===== src/rtl/txd_pkg.sv =====
package txd_pkg;
  // descriptor word 0 bit positions
  localparam int OWN_B = 31;
  localparam int IOC_B = 30;
  localparam int LS_B  = 29;
  localparam int RER_B = 21;
  localparam int CHN_B = 20;
  localparam int CTRL_LO = 16;   // bits 30:16 are kept across writeback
  localparam int CTRL_W  = 15;

  // word offsets inside a descriptor
  localparam int OFF_LEN = 1;
  localparam int OFF_BUF = 2;
  localparam int OFF_NXT = 3;
  localparam int OFF_TSL = 6;
  localparam int OFF_TSH = 7;
  localparam int DESC_WORDS = 8;

  // flag indices
  localparam int FL_TI  = 0;
  localparam int FL_TU  = 1;
  localparam int FL_UNF = 2;
  localparam int FL_NIS = 3;
  localparam int FL_N   = 4;

  typedef enum logic [3:0] {
    S_STOP, S_RD0, S_RD1, S_RD2, S_RD3, S_RDBUF, S_PUSH,
    S_WSTS, S_WTS6, S_WTS7, S_WR0, S_SUSP
  } txd_state_e;
endpackage


===== src/rtl/txd_next.sv =====
module txd_next
  import txd_pkg::*;
#(
  parameter int AW = 16
) (
  input  logic [AW-1:0] ptr,
  input  logic [AW-1:0] base,
  input  logic [AW-1:0] chain_ptr,
  input  logic          chain_en,
  input  logic          ring_end,
  output logic [AW-1:0] next_addr
);
  localparam logic [AW-1:0] STRIDE = AW'(DESC_WORDS);

  always_comb begin
    if (chain_en)      next_addr = chain_ptr;
    else if (ring_end) next_addr = base;
    else               next_addr = ptr + STRIDE;
  end
endmodule


===== src/rtl/txd_flags.sv =====
module txd_flags
  import txd_pkg::*;
(
  input  logic            clk,
  input  logic            rst_n,
  input  logic            set_ti,
  input  logic            set_tu,
  input  logic            set_unf,
  input  logic [FL_N-1:0] clr,
  output logic [FL_N-1:0] flags
);
  logic [FL_N-1:0] set_vec;

  always_comb begin
    set_vec         = '0;
    set_vec[FL_TI]  = set_ti;
    set_vec[FL_TU]  = set_tu;
    set_vec[FL_UNF] = set_unf;
    set_vec[FL_NIS] = set_ti | set_tu;
  end

  for (genvar i = 0; i < FL_N; i++) begin : g_flag
    always_ff @(posedge clk) begin
      if (!rst_n) flags[i] <= 1'b0;
      else        flags[i] <= set_vec[i] | (flags[i] & ~clr[i]);
    end
  end

  // suspension raises its flag and the summary together
  p_tu_sets_nis_r3: assert property (@(posedge clk) disable iff (!rst_n)
    set_tu |=> (flags[FL_TU] && flags[FL_NIS]));

  // a flag not set and not cleared keeps its value
  p_sticky_r12: assert property (@(posedge clk) disable iff (!rst_n)
    (flags[FL_UNF] && !clr[FL_UNF]) |=> flags[FL_UNF]);
endmodule


===== src/rtl/txd_core.sv =====
module txd_core
  import txd_pkg::*;
#(
  parameter int AW    = 16,
  parameter int LEN_W = 12
) (
  input  logic          clk,
  input  logic          rst_n,
  input  logic          run,
  input  logic          poll,
  input  logic [AW-1:0] list_base,
  input  logic          unf_flag,
  output logic          mem_req,
  output logic          mem_we,
  output logic [AW-1:0] mem_addr,
  output logic [31:0]   mem_wdata,
  input  logic [31:0]   mem_rdata,
  input  logic          mem_ack,
  output logic [31:0]   tx_data,
  output logic          tx_valid,
  input  logic          tx_ready,
  output logic          tx_last,
  input  logic          sts_valid,
  input  logic [15:0]   sts_code,
  input  logic          sts_ts_ok,
  input  logic [63:0]   sts_ts,
  input  logic [AW-1:0] next_addr,
  output logic [AW-1:0] ptr,
  output logic [AW-1:0] chain_ptr,
  output logic          chain_en,
  output logic          ring_end,
  output logic          set_ti,
  output logic          set_tu
);
  localparam int I_IOC = IOC_B - CTRL_LO;
  localparam int I_LS  = LS_B  - CTRL_LO;
  localparam int I_RER = RER_B - CTRL_LO;
  localparam int I_CHN = CHN_B - CTRL_LO;
  localparam logic [LEN_W-1:0] ONE = LEN_W'(1);

  txd_state_e        state;
  logic [CTRL_W-1:0] ctrl_q;
  logic [LEN_W-1:0]  beats;
  logic [LEN_W-1:0]  idx;
  logic [AW-1:0]     buf_q;
  logic [31:0]       data_q;
  logic [15:0]       sts_q;
  logic [63:0]       ts_q;
  logic              is_last;

  assign is_last  = ctrl_q[I_LS];
  assign chain_en = ctrl_q[I_CHN];
  assign ring_end = ctrl_q[I_RER];

  // where to go once the descriptor words are in
  function automatic txd_state_e after_fetch(input logic [LEN_W-1:0] n, input logic ls);
    if (n != '0) return S_RDBUF;
    else if (ls) return S_WSTS;
    else         return S_WR0;
  endfunction

  always_ff @(posedge clk) begin
    if (!rst_n) begin
      state     <= S_STOP;
      ptr       <= '0;
      chain_ptr <= '0;
      ctrl_q    <= '0;
      beats     <= '0;
      idx       <= '0;
      buf_q     <= '0;
      data_q    <= '0;
      sts_q     <= '0;
      ts_q      <= '0;
    end else begin
      unique case (state)
        S_STOP: if (run) begin
          ptr   <= list_base;
          state <= S_RD0;
        end
        S_RD0: if (mem_ack) begin
          if (!run)                    state <= S_STOP;
          else if (!mem_rdata[OWN_B])  state <= S_SUSP;
          else begin
            ctrl_q <= mem_rdata[CTRL_LO+CTRL_W-1:CTRL_LO];
            state  <= S_RD1;
          end
        end
        S_RD1: if (mem_ack) begin
          beats <= mem_rdata[LEN_W-1:0];
          state <= S_RD2;
        end
        S_RD2: if (mem_ack) begin
          buf_q <= mem_rdata[AW-1:0];
          idx   <= '0;
          state <= chain_en ? S_RD3 : after_fetch(beats, is_last);
        end
        S_RD3: if (mem_ack) begin
          chain_ptr <= mem_rdata[AW-1:0];
          state     <= after_fetch(beats, is_last);
        end
        S_RDBUF: if (mem_ack) begin
          data_q <= mem_rdata;
          state  <= S_PUSH;
        end
        S_PUSH: if (tx_ready) begin
          beats <= beats - ONE;
          idx   <= idx + ONE;
          if (beats == ONE) state <= is_last ? S_WSTS : S_WR0;
          else              state <= S_RDBUF;
        end
        S_WSTS: if (sts_valid) begin
          sts_q <= sts_code;
          ts_q  <= sts_ts;
          state <= sts_ts_ok ? S_WTS6 : S_WR0;
        end
        S_WTS6: if (mem_ack) state <= S_WTS7;
        S_WTS7: if (mem_ack) state <= S_WR0;
        S_WR0: if (mem_ack) begin
          ptr   <= next_addr;
          state <= run ? S_RD0 : S_STOP;
        end
        S_SUSP: begin
          if (!run)                   state <= S_STOP;
          else if (poll && !unf_flag) state <= S_RD0;
        end
        default: state <= S_STOP;
      endcase
    end
  end

  always_comb begin
    mem_req   = 1'b1;
    mem_we    = 1'b0;
    mem_addr  = '0;
    mem_wdata = '0;
    unique case (state)
      S_RD0:   mem_addr = ptr;
      S_RD1:   mem_addr = ptr + AW'(OFF_LEN);
      S_RD2:   mem_addr = ptr + AW'(OFF_BUF);
      S_RD3:   mem_addr = ptr + AW'(OFF_NXT);
      S_RDBUF: mem_addr = buf_q + AW'(idx);
      S_WTS6: begin
        mem_we = 1'b1; mem_addr = ptr + AW'(OFF_TSL); mem_wdata = ts_q[31:0];
      end
      S_WTS7: begin
        mem_we = 1'b1; mem_addr = ptr + AW'(OFF_TSH); mem_wdata = ts_q[63:32];
      end
      S_WR0: begin
        mem_we    = 1'b1;
        mem_addr  = ptr;
        mem_wdata = {1'b0, ctrl_q, (is_last ? sts_q : 16'h0000)};
      end
      default: mem_req = 1'b0;
    endcase
  end

  assign tx_valid = (state == S_PUSH);
  assign tx_data  = data_q;
  assign tx_last  = (state == S_PUSH) && is_last && (beats == ONE);

  assign set_tu = (state == S_RD0) && mem_ack && run && !mem_rdata[OWN_B];
  assign set_ti = (state == S_WR0) && mem_ack && is_last && ctrl_q[I_IOC];

  // a memory request and its address hold until acknowledged
  p_req_hold_r2: assert property (@(posedge clk) disable iff (!rst_n)
    (mem_req && !mem_ack) |=> (mem_req && $stable(mem_addr) && $stable(mem_we)));

  // a stalled beat keeps its data
  p_beat_hold_r5: assert property (@(posedge clk) disable iff (!rst_n)
    (tx_valid && !tx_ready) |=> (tx_valid && $stable(tx_data) && $stable(tx_last)));

  // last only marks a real beat
  p_last_valid_r6: assert property (@(posedge clk) disable iff (!rst_n)
    tx_last |-> tx_valid);

  // suspended with run low goes straight to stopped
  p_susp_stop_r13: assert property (@(posedge clk) disable iff (!rst_n)
    (state == S_SUSP && !run) |=> (state == S_STOP));

  // suspension issues no memory traffic
  p_susp_quiet_r3: assert property (@(posedge clk) disable iff (!rst_n)
    (state == S_SUSP) |-> !mem_req);
endmodule


===== src/rtl/txd_dma.sv =====
module txd_dma
  import txd_pkg::*;
#(
  parameter int AW    = 16,
  parameter int LEN_W = 12
) (
  input  logic          clk,
  input  logic          rst_n,
  input  logic          cfg_run,
  input  logic          cfg_poll,
  input  logic [AW-1:0] cfg_base,
  output logic          mem_req,
  output logic          mem_we,
  output logic [AW-1:0] mem_addr,
  output logic [31:0]   mem_wdata,
  input  logic [31:0]   mem_rdata,
  input  logic          mem_ack,
  output logic [31:0]   tx_data,
  output logic          tx_valid,
  input  logic          tx_ready,
  output logic          tx_last,
  input  logic          mac_done,
  input  logic [15:0]   mac_status,
  input  logic          mac_ts_ok,
  input  logic [63:0]   mac_ts,
  input  logic          mac_underflow,
  input  logic [3:0]    irq_clr,
  output logic [3:0]    irq_flags
);
  logic [AW-1:0] ptr, chain_ptr, next_addr;
  logic          chain_en, ring_end, set_ti, set_tu;

  txd_core #(.AW(AW), .LEN_W(LEN_W)) u_core (
    .clk(clk), .rst_n(rst_n), .run(cfg_run), .poll(cfg_poll),
    .list_base(cfg_base), .unf_flag(irq_flags[FL_UNF]),
    .mem_req(mem_req), .mem_we(mem_we), .mem_addr(mem_addr),
    .mem_wdata(mem_wdata), .mem_rdata(mem_rdata), .mem_ack(mem_ack),
    .tx_data(tx_data), .tx_valid(tx_valid), .tx_ready(tx_ready),
    .tx_last(tx_last), .sts_valid(mac_done), .sts_code(mac_status),
    .sts_ts_ok(mac_ts_ok), .sts_ts(mac_ts), .next_addr(next_addr),
    .ptr(ptr), .chain_ptr(chain_ptr), .chain_en(chain_en),
    .ring_end(ring_end), .set_ti(set_ti), .set_tu(set_tu)
  );

  txd_next #(.AW(AW)) u_next (
    .ptr(ptr), .base(cfg_base), .chain_ptr(chain_ptr),
    .chain_en(chain_en), .ring_end(ring_end), .next_addr(next_addr)
  );

  txd_flags u_flags (
    .clk(clk), .rst_n(rst_n), .set_ti(set_ti), .set_tu(set_tu),
    .set_unf(mac_underflow), .clr(irq_clr), .flags(irq_flags)
  );
endmodule


===== config.mk =====
export PLATFORM = sky130hd
export DESIGN_NAME = txd_dma
export DESIGN_NICKNAME = d
export VERILOG_FILES = /design/src/rtl/txd_pkg.sv /design/src/rtl/txd_next.sv /design/src/rtl/txd_flags.sv /design/src/rtl/txd_core.sv /design/src/rtl/txd_dma.sv
export SDC_FILE = /design/constraint.sdc
export NUM_CORES = 1
export LEC_CHECK = 0
export BUFFER_PORTS_ARGS = -buffer_cell sky130_fd_sc_hd__buf_2
export CAP_MARGIN = 20
export CORE_MARGIN = 2
export CORE_UTILIZATION = 50
export DETAILED_ROUTE_END_ITERATION = 8
export PLACE_DENSITY_LB_ADDON = 0.08
export SYNTH_ARGS = -nofsm -noshare
export SYNTH_HDL_FRONTEND = slang
export SYNTH_SLANG_ARGS = --single-unit

===== constraint.sdc =====
create_clock -name clk -period 2.8 [get_ports clk]
set_clock_uncertainty 0.2 [all_clocks]
set_input_delay 0.14 -clock clk [delete_from_list [all_inputs] [get_ports clk]]
set_output_delay 0.14 -clock clk [all_outputs]
set_load 0.05 [all_outputs]

==> impl_results.md <==
- Status: complete, but fails checks
- Failing checks: negative setup slack
- Slew Viols, Final: 0
- Initial core utilization: 50.8%
- Met2 Use GR: 52.5%
- Largest net degree at the start of global routing: 105
- Hold WC Path Type: input port to flip-flop
- EDFF count, synth: 0
- Sink Count: 207
- Synth area leaders: dfxtp_1 (37%), nand2_1 (12%), a21oi_1 (6.8%)
- Slowest cell on the critical path: dfxtp_4
- Worst setup SP type: flip-flop
- Global-route wire length before repair: 59.2 mm
- Average size of a mapped cell: 7.80 µm²
- Hold wc startpoint: tx_ready
- Antenna viol nets, final: 0
- Clock transition at path regs: 0.06 ns
- Layout Cells excl Fill: 2089
- Final Hold Violating Endpoints: 0
- CTS buffer count: 23
- Synthesized area: 11100 µm²
- CTS tree: done
- Least-Margin Pin Slew: 0.771 ns
- GRT met1 Usage: 38.4%
- RSZ-0062 raised after global routing: yes
- Core area: 21800 µm²
- Sequential area share after synthesis: 37.5%
- Unique cell type count in the Yosys netlist: 92
- Yosys reg bits: 207
- Post-Synthesis Cells: 1417
- Drt drc: 0
- Via count: 11800
- Most used routing layer: met2
- Post-layout minimum cycle time: 3.15 ns
- Kind of critical path: flip-flop to primary output
- Period utilization: 112%
- Crit path capture type: primary output
- R2R depth: 10
- CP Max Fanout: 7
- Filler Cell Count: 1689
- Max cap viols: 0
- H-tree Lvls: 1
- Via/cell ratio: 5.65
- Setup violation total in the final timing report: 18
- Met3 Track Usage GR: 5.63%
- First drt pass iteration count: 5
- Initial antenna violation count: 3
- Overall routing resource usage: 30.9%
- Crit path DAT: 2.81 ns
- Post-Place Cells: 1879
- Async SR Flop Fraction: 0%
- Hold depth: 5
- Share of the synthesized area in the top cell type: 37.5%
- Row count: 54
- Area Growth Syn to Fin: 41.8%
- VDD IR-drop max: 0.000454 V
- Leading register cell type out of synthesis: dfxtp_1
- Final wirelength: 38.6 mm
- Setup WS pre-CTS: -0.155 ns
- Layout cells sized above 1: 25.7%
- CP Cell Sequence: buf_12, nor2b_4, a21oi_4, nor2_4, ha_4, a21o_1, a21oi_4, buf_6, o22ai_4, buf_6, a22oi_2, nand2_2, buf_8
- I/O pin count: 229
- Final HPWL DP: 24.6 mm
- Die width: 153 µm
- Final setup TNS: -4.08 ns
- Root Driver: clkbuf_16
- Placer congestion estimate: 0.905
- Synth area leader: dfxtp_1
- Cell Pwr Density: 656 nW/µm²
- Area of the multi-input gates: 6720 µm²
- Leakage: 0.00635 µW
- FMAX: 0.318 GHz
- GRT overflow: 0
- Max Buffers Root-to-Sink: 3
- Fin nets: 1956
- Port Buf Inserts: 228
- R2R Path Start: u_core.state[0]
- Setup ws final: -0.348 ns
- Rel. slew slack: 48.5%
- Worst stage delay on the critical path: 0.37 ns
- Crit path from: u_core.state[2]
- Detailed-route wire length per cell: 18.5 µm
- Yosys warning count: 0
- Die Y: 153 µm
- Critical path required time: 2.46 ns
- Die area: 23300 µm²
- Vias in the first global route: 11333
- DRT iter0 DRCs: 740
- Register area: 4160 µm²
- Synthesized net count: 1581
- Clk_lat worst skew: 0.52 ns
-- synthesized netlist by cell type (4+ instances only) --
cell type and number:
a21boi_0 55, buf_6 9, mux2i_1 31, o31ai_1 6
o21ai_1 7, a221oi_1 4, ha_1 20, xnor2_1 19
nand2_1 345, a21oi_1 150, o211ai_1 7, o21ai_0 39
a21o_1 8, and2_1 11, buf_4 6, nor2_1 82
a222oi_1 18, a31oi_1 7, a21boi_1 6, a22oi_1 9
o22ai_1 5, nor3b_1 4, nand3_1 30, o221ai_1 4
clkbuf_1 52, nand4_1 7, nor3_1 21, inv_1 37
xor2_1 13, and3_1 17, buf_2 31, a211oi_1 7
o21a_1 4, nand2b_1 9, a221o_1 5, a211o_1 6
nor2b_1 32, dfxtp_1 207
-- worst paths after layout --
path / to / slack [ns]
max reg2reg: u_core.ptr[13] / 0.25
max: mem_addr[7] / -0.35
min reg2reg: u_core.tx_data[9] / 0.25
min: u_core.idx[1] / 0.01
-- kinds of logic (layout without fill, tap and decap cells) --
kind of cell             after synthesis  in the layout  synth area share (%)
AND/OR/NAND/NOR                      590            590                  24.0
AO/OA/AOI/OAI                        392            392                  24.3
flip-flops                           207            207                  37.5
buffers and inverters                141            532                  5.97
XOR/XNOR                              32             32                  2.54
multiplexers                          32             32                  2.91
adder cells (fa/ha/maj)               23             23                  2.81
other                                  0              1                     0
-- routing by layer --
layer	part of all wire [%]	up-vias
li1	-	5673
met1	41	5567
met2	48	449
met3	6.7	107
met4	4.4	4
met5	0.078	-
-- cell usage in the layout, fill, tap and decap left out, types with 12 or more instances in the layout --
| cell type | instances |
|---|---|
| buf_4 | 70 |
| nand3_1 | 29 |
| nor2b_1 | 31 |
| a222oi_1 | 18 |
| a21oi_1 | 142 |
| and3_1 | 16 |
| nor2_1 | 78 |
| o21ai_2 | 13 |
| nor3_1 | 20 |
| o21ai_0 | 30 |
| clkbuf_16 | 24 |
| nand2_1 | 337 |
| dfxtp_1 | 201 |
| dlygate4sd3_1 | 135 |
| ha_1 | 16 |
| inv_1 | 34 |
| buf_6 | 30 |
| a21boi_0 | 55 |
| xnor2_1 | 16 |
| mux2i_1 | 31 |
| xor2_1 | 12 |
| buf_2 | 193 |
-- state kept, by name, summed over array words and instances, names as in the netlist --
signal,flops
u_core.buf_q,16
u_core.beats,12
u_core.idx,12
u_core.chain_ptr,16
u_core.tx_data,32
u_flags.flags,4
u_core.ctrl_q,15
u_core.sts_q,16
u_core.ptr,16
u_core.ts_q,64
u_core.state,4
-- timing repair --
item	in CTS	in global routing
setup buffers	18	15
pin swaps	34	21
hold buffers	135	0
gates resized for setup	103	73
cloned	0	1
setup endpoints to repair	31	36
endpoints found under the hold margin	192	0
-- power by group --
| part | internal [µW] | switching (µW) | total, µW |
|---|---|---|---|
| Combinational | 1740 | 2140 | 3880 |
| Sequential | 3100 | 241 | 3340 |
| Clock | 1820 | 1240 | 3060 |
| Total | 6660 | 3620 | 10300 |
-- cell type report --
cell class | count | share of cell area (%)
Multi-Input combinational cell | 1069 | 42.9
Sequential cell | 207 | 26.5
Timing Repair Buffer | 451 | 22.5
Clock buffer | 31 | 4.18
Tap cell | 280 | 2.23
Inverter | 40 | 0.958
Clock inverter | 10 | 0.678
Antenna cell | 1 | 0.0160
-- metrics by stage --
step / util, % / power [µW] / hold WS [ns] / area, µm²
6_report: 72.0 / 10300 / 0.00987 / 15700
5_1_grt: 72.0 / 10700 / 0.0688 / 15700
3_3_place_gp: 58.0 / 6160 / 0.150 / 12600
4_1_cts: 70.3 / 9920 / 0.00107 / 15300
2_1_floorplan: - / 5460 / 0.0638 / 11200
3_5_place_dp: 58.0 / 6190 / 0.156 / 12600
-- critical path, delay by kind of cell, from the launching register on --
family	cells	cell delay (ns)
and+or+nand+nor	3	0.39
DFF	1	0.37
AOI/OAI and AO/OA	5	0.73
buffers and inverters	4	0.58
adders and majority gates	1	0.21
(Power assumes the default switching activity.)
